[config.mk]
export PLATFORM = sky130hd
export DESIGN_NAME = fold_decoder
export DESIGN_NICKNAME = d
export VERILOG_FILES = /design/src/rtl/fold_decoder.sv
export SDC_FILE = /design/constraint.sdc
export NUM_CORES = 1
export LEC_CHECK = 0
export ABC_AREA = 1
export CAP_MARGIN = 15
export CORE_ASPECT_RATIO = 0.6
export CORE_MARGIN = 8
export CORE_UTILIZATION = 35
export DETAILED_ROUTE_END_ITERATION = 12
export DONT_BUFFER_PORTS = 1
export GPL_TIMING_DRIVEN = 1
export PLACE_DENSITY_LB_ADDON = 0.12
export SETUP_SLACK_MARGIN = 0.5
export SYNTH_ARGS = -nofsm -noshare
export SYNTH_HDL_FRONTEND = slang
export SYNTH_SLANG_ARGS = --single-unit
[constraint.sdc]
create_clock -name clk -period 21.5 [get_ports clk]
set_input_delay 4.3 -clock clk [delete_from_list [all_inputs] [get_ports clk]]
set_output_delay 4.3 -clock clk [all_outputs]
set_load 0.02 [all_outputs]
[src/rtl/fold_decoder.sv]
module fold_decoder #(
  parameter int AW = 5
) (
  input  logic          clk,
  input  logic          rst_n,
  input  logic [47:0]   win_data,
  input  logic [5:0]    win_vld,
  input  logic [AW-1:0] lv_base,
  input  logic [7:0]    resid_cnt,
  output logic          out_vld,
  output logic [1:0]    out_cnt,
  output logic [2:0]    out_len,
  output logic [7:0]    out_op,
  output logic [1:0]    a_mode,
  output logic [AW-1:0] a_addr,
  output logic [7:0]    a_imm,
  output logic [1:0]    b_mode,
  output logic [AW-1:0] b_addr,
  output logic [7:0]    b_imm,
  output logic          wr_en,
  output logic [AW-1:0] wr_addr
);

  localparam logic [2:0] C_OTH = 3'd0, C_LV = 3'd1, C_K = 3'd2, C_AR = 3'd3, C_ST = 3'd4;
  localparam logic [1:0] M_STK = 2'd0, M_REG = 2'd1, M_IMM = 2'd2;

  function automatic logic [2:0] cls(input logic [7:0] op);
    if ((op >= 8'h1a && op <= 8'h1d) || op == 8'h15) return C_LV;
    if ((op >= 8'h02 && op <= 8'h08) || op == 8'h10) return C_K;
    if (op == 8'h60 || op == 8'h64 || op == 8'h7e || op == 8'h80 || op == 8'h82) return C_AR;
    if ((op >= 8'h3b && op <= 8'h3e) || op == 8'h36) return C_ST;
    return C_OTH;
  endfunction

  function automatic logic [7:0] arg(input logic [7:0] op, input logic [7:0] nb);
    if (op >= 8'h1a && op <= 8'h1d) return op - 8'h1a;
    if (op >= 8'h02 && op <= 8'h08) return op - 8'h03;
    if (op >= 8'h3b && op <= 8'h3e) return op - 8'h3b;
    return nb;
  endfunction

  logic [7:0] op [3];
  logic [7:0] val [3];
  logic [2:0] cl [3];
  logic [1:0] ln [3];
  logic       iv [3];
  logic [2:0] pos_end;

  always_comb begin
    logic [63:0] d;
    logic [7:0]  v;
    logic [2:0]  pos;
    logic        ok;
    d   = {16'h0, win_data};
    v   = {2'b00, win_vld};
    pos = 3'd0;
    ok  = 1'b1;
    for (int k = 0; k < 3; k++) begin
      op[k]  = d[{pos, 3'b000} +: 8];
      ln[k]  = (op[k] == 8'h15 || op[k] == 8'h10 || op[k] == 8'h36) ? 2'd2 : 2'd1;
      val[k] = arg(op[k], d[{pos + 3'd1, 3'b000} +: 8]);
      cl[k]  = cls(op[k]);
      ok     = ok && v[pos] && (ln[k] == 2'd1 || v[pos + 3'd1]);
      iv[k]  = ok;
      pos    = pos + {1'b0, ln[k]};
    end
    pos_end = pos;
  end

  wire ld0 = cl[0] == C_LV || cl[0] == C_K;
  wire ld1 = cl[1] == C_LV || cl[1] == C_K;
  wire p_lla = iv[2] && ld0 && ld1 && cl[2] == C_AR;
  wire p_las = iv[2] && ld0 && cl[1] == C_AR && cl[2] == C_ST;
  wire p_la  = iv[1] && ld0 && cl[1] == C_AR;
  wire p_as  = iv[1] && cl[0] == C_AR && cl[1] == C_ST;

  wire [7:0] idx0 = p_as ? val[1] : val[0];
  wire [7:0] idx1 = p_lla ? val[1] : val[2];
  wire use0 = p_as || ((p_lla || p_las || p_la) && cl[0] == C_LV);
  wire use1 = (p_lla && cl[1] == C_LV) || (!p_lla && p_las);
  wire res_ok = !(use0 && idx0 >= resid_cnt) && !(use1 && idx1 >= resid_cnt);
  wire fold = (p_lla || p_las || p_la || p_as) && res_ok;

  wire [AW-1:0] sum0 = lv_base + idx0[AW-1:0];
  wire [AW-1:0] sum1 = lv_base + idx1[AW-1:0];

  wire [1:0]  m0 = (cl[0] == C_LV) ? M_REG : M_IMM;
  wire [1:0]  m1 = (cl[1] == C_LV) ? M_REG : M_IMM;
  wire [AW-1:0] ad0 = (cl[0] == C_LV) ? sum0 : '0;
  wire [7:0]  im0 = (cl[0] == C_K) ? val[0] : 8'h0;

  always_ff @(posedge clk) begin
    out_vld <= 1'b0; out_cnt <= 2'd0; out_len <= 3'd0; out_op <= 8'h0;
    a_mode <= M_STK; a_addr <= '0; a_imm <= 8'h0;
    b_mode <= M_STK; b_addr <= '0; b_imm <= 8'h0;
    wr_en <= 1'b0; wr_addr <= '0;
    if (rst_n && iv[0]) begin
      out_vld <= 1'b1;
      if (fold && p_lla) begin
        out_cnt <= 2'd3; out_len <= pos_end; out_op <= op[2];
        a_mode <= m0; a_addr <= ad0; a_imm <= im0;
        b_mode <= m1;
        b_addr <= (cl[1] == C_LV) ? sum1 : '0;
        b_imm  <= (cl[1] == C_K) ? val[1] : 8'h0;
      end else if (fold && p_las) begin
        out_cnt <= 2'd3; out_len <= pos_end; out_op <= op[1];
        b_mode <= m0; b_addr <= ad0; b_imm <= im0;
        wr_en <= 1'b1; wr_addr <= sum1;
      end else if (fold && p_la) begin
        out_cnt <= 2'd2; out_len <= {1'b0, ln[0]} + 3'd1; out_op <= op[1];
        b_mode <= m0; b_addr <= ad0; b_imm <= im0;
      end else if (fold && p_as) begin
        out_cnt <= 2'd2; out_len <= 3'd1 + {1'b0, ln[1]}; out_op <= op[0];
        wr_en <= 1'b1; wr_addr <= sum0;
      end else begin
        out_cnt <= 2'd1; out_len <= {1'b0, ln[0]}; out_op <= op[0];
      end
    end
  end


  cnt_len_chk: assert property (@(posedge clk) disable iff (!rst_n)
    out_vld |-> (out_cnt != 2'd0 && out_len >= {1'b0, out_cnt} && out_len <= {out_cnt, 1'b0}));


  window_bound_chk: assert property (@(posedge clk) disable iff (!rst_n)
    out_vld |-> (32'(out_len) <= $past($countones(win_vld))));


  empty_chk: assert property (@(posedge clk) disable iff (!rst_n)
    !win_vld[0] |=> !out_vld);


  single_chk: assert property (@(posedge clk) disable iff (!rst_n)
    (out_vld && out_cnt == 2'd1) |-> (a_mode == M_STK && b_mode == M_STK && !wr_en));


  resid_chk: assert property (@(posedge clk) disable iff (!rst_n)
    (out_vld && wr_en) |-> (8'(AW'(wr_addr - $past(lv_base))) < $past(resid_cnt)));

endmodule

==> impl_results.md <==
- Hold depth: 2
- Synthesized flop and latch total: 50
- Count leader, synth: nand2_1
- Initial antenna violation count: 0
- CTS sink cnt: 50
- Routed len/inst: 20.8 µm
- Critical Path Start Type: input pin
- CTS resizes: 0
- Unique masters post-synth: 51
- Gr usage total: 21.6%
- Most used routing layer: met1
- Synthesized instance count: 938
- Critical Path Fanout Max: 67
- Top post-synthesis cells by count: 220 x nand2_1, 123 x inv_1, 93 x nor2_1
- Fin area: 5920 µm²
- Worst slew pin tran: 0.757 ns
- Ports: 119
- RSZ-0062 raised after global routing: false
- Max IR drop VDD: 0.0401 mV
- IO buf count: 0
- Min Tclk post-route: 13.19 ns
- First-pass GRT wire length: 35000 µm
- Fin Hold WS: 4.18 ns
- Row cnt: 36
- Placed cell area: 5780 µm²
- Most used flip-flop cell after synthesis: dfxtp_1
- Residual DRC: 0
- Max-slew violations: 0
- Hpwl dp: 19600 µm
- Routing usage on met3: 4.85%
- Slowest-stage cell, CP: nor2_2
- Overflow after GRT: 0
- Tot Pwr: 0.261 mW
- Final period utilization: 61.4%
- Critical path type: input pin to register
- Largest net degree at the start of global routing: 68
- Clock-pin transition on the worst setup and hold timing paths: 0.06 ns
- ANT cells: 0
- WP data required: 21.73 ns
- Worst hold start: win_data[5]
- CTS H-tree depth: 2
- Yosys top cell area share: 17.7%
- Sum Neg Setup Slack: 0 ns
- Die extent in y: 115 µm
- DRT Pass-1 Iters: 8
- Nets: 1031
- Cell Pwr Density: 44.1 nW/µm²
- Post-route worst setup slack: 8.31 ns
- Starting Density: 35.3%
- Run status: finished clean
- Die width: 180 µm
- Register area share after synthesis: 17.7%
- Post-synth EDFFs: 0
- Drt total wl: 23400 µm
- Fraction of registers with async set/reset: 0%
- Most used cell, CP: nand2_1
- Critical path arrival: 13.42 ns
- Num CTS Buffers: 5
- Crit end category: register
- Avg Cell Area, Syn: 6.04 µm²
- Worst stage delay on the critical path: 0.53 ns
- Grt met2 use: 28.3%
- Via/cell ratio: 5.59
- Met1 Usage GRT: 34.2%
- Min-delay worst type: input pin to register
- Area Overhead vs Synth: 4.55%
- Ranking of synthesized cells by area: dfxtp_1 18%, nand2_1 15%, ha_1 9.5%, inv_1 8.2%, o21ai_0 8.0%
- # setup viols final: 0
- Antenna Nets Post-Route: 0
- CTS root buf: clkbuf_16
- Fmax: 0.0758 GHz
- DRT iter0 DRCs: 866
- # fillers: 1809
- CTS Hold Bufs: 0
- Hold endpoint: out_op[5]
- Vias: 6291
- Post-place setup slack: 8.34 ns
- Post-CTS setup buffers: 0
- Vias in the first global route: 5547
- Synth warn: 0
- Net Count, Synth: 1053
- Number of max-cap violations: 0
- P_leak: 2.94 nW
- Die area: 20600 µm²
- Layout cells sized above 1: 7.74%
- Cell taking the most area after synthesis: dfxtp_1
- Slew headroom: 49.4%
- Final Hold Viols: 0
- TritonCTS clock tree: built
- Clock Path Buffers: 2
- Core Box Area: 16000 µm²
- Gpl congestion: 0.978
- Synth Cell Area: 5660 µm²
worst max path at each step:
stage / from / end
after CTS: win_data[1] / b_addr[3]
after floorplan: win_data[1] / out_op[1]
final: win_data[1] / b_addr[3]
after detailed placement: win_data[1] / b_addr[3]
after global placement: win_data[1] / b_addr[3]
after global routing: win_data[1] / b_imm[5]
cells by family (layout without fill, tap and decap cells):
family,count (synthesis),count (layout),synth area share [%]
AOI/OAI and AO/OA,219,219,22.6
buffers and inverters,171,150,12.2
adders and majority gates,46,46,10.6
DFF,50,50,17.7
muxes,3,3,0.530
and+or+nand+nor,439,439,34.9
xor gates and xnor gates,10,10,1.55
layer usage:
metal / wire length (µm) / part of all wire, % / vias up
li1: - / - / 3054
met1: 11900 / 51 / 2842
met2: 8470 / 36 / 367
met3: 2580 / 11 / 28
met4: 380 / 1.6 / 0
met5: 0 / 0 / -
stage by stage:
stage,cells,utilization [%]
2_1_floorplan,938,-
5_1_grt,1126,36.9
3_5_place_dp,1118,36.0
6_report,1126,36.9
3_3_place_gp,1118,36.0
4_1_cts,1126,36.9
sequential cells by signal (all words and copies together), names as in the netlist:
| register | count |
|---|---|
| wr_addr | 5 |
| a_imm | 8 |
| b_mode | 2 |
| out_vld | 1 |
| out_len | 3 |
| a_addr | 5 |
| b_imm | 8 |
| wr_en | 1 |
| out_op | 8 |
| a_mode | 2 |
| b_addr | 5 |
| out_cnt | 2 |
placed cells by master (no fill, tap or decap), types with 8 or more instances in the layout:
cell type  count
o211ai_1      31
nand2_1      220
nand4_1       24
inv_2         15
o21ai_1       12
nor2_1        93
nor3_1         8
dfxtp_1       50
nand2_2       19
nand3_1       47
inv_1        123
o21ai_0       90
a21oi_1       49
ha_1          42
power by group:
part / switching, mW / internal, mW / leakage [nW]
registers: 0.00158 / 0.0935 / 0.405
logic: 0.0618 / 0.0282 / 2.46
clock network: 0.0329 / 0.0432 / 0.0708
total: 0.0963 / 0.165 / 2.94
layout make-up:
cell class / instances / area [µm²] / area share (%)
Sequential cell: 50 / 1000 / 16.9
Timing Repair Buffer: 2 / 15.0 / 0.254
Clock buffer: 6 / 129 / 2.18
Multi-Input combinational cell: 717 / 3980 / 67.1
Inverter: 140 / 526 / 8.88
Tap cell: 209 / 262 / 4.42
Clock inverter: 2 / 13.8 / 0.232
critical path: cells and delay by family:
family	cells	cell delay [ns]
simple gates	26	4.14
buf+inv	8	1.93
compound gates	10	1.93
fa+ha+maj	4	1.07
Note: power is estimated with default switching activity, not from simulation.
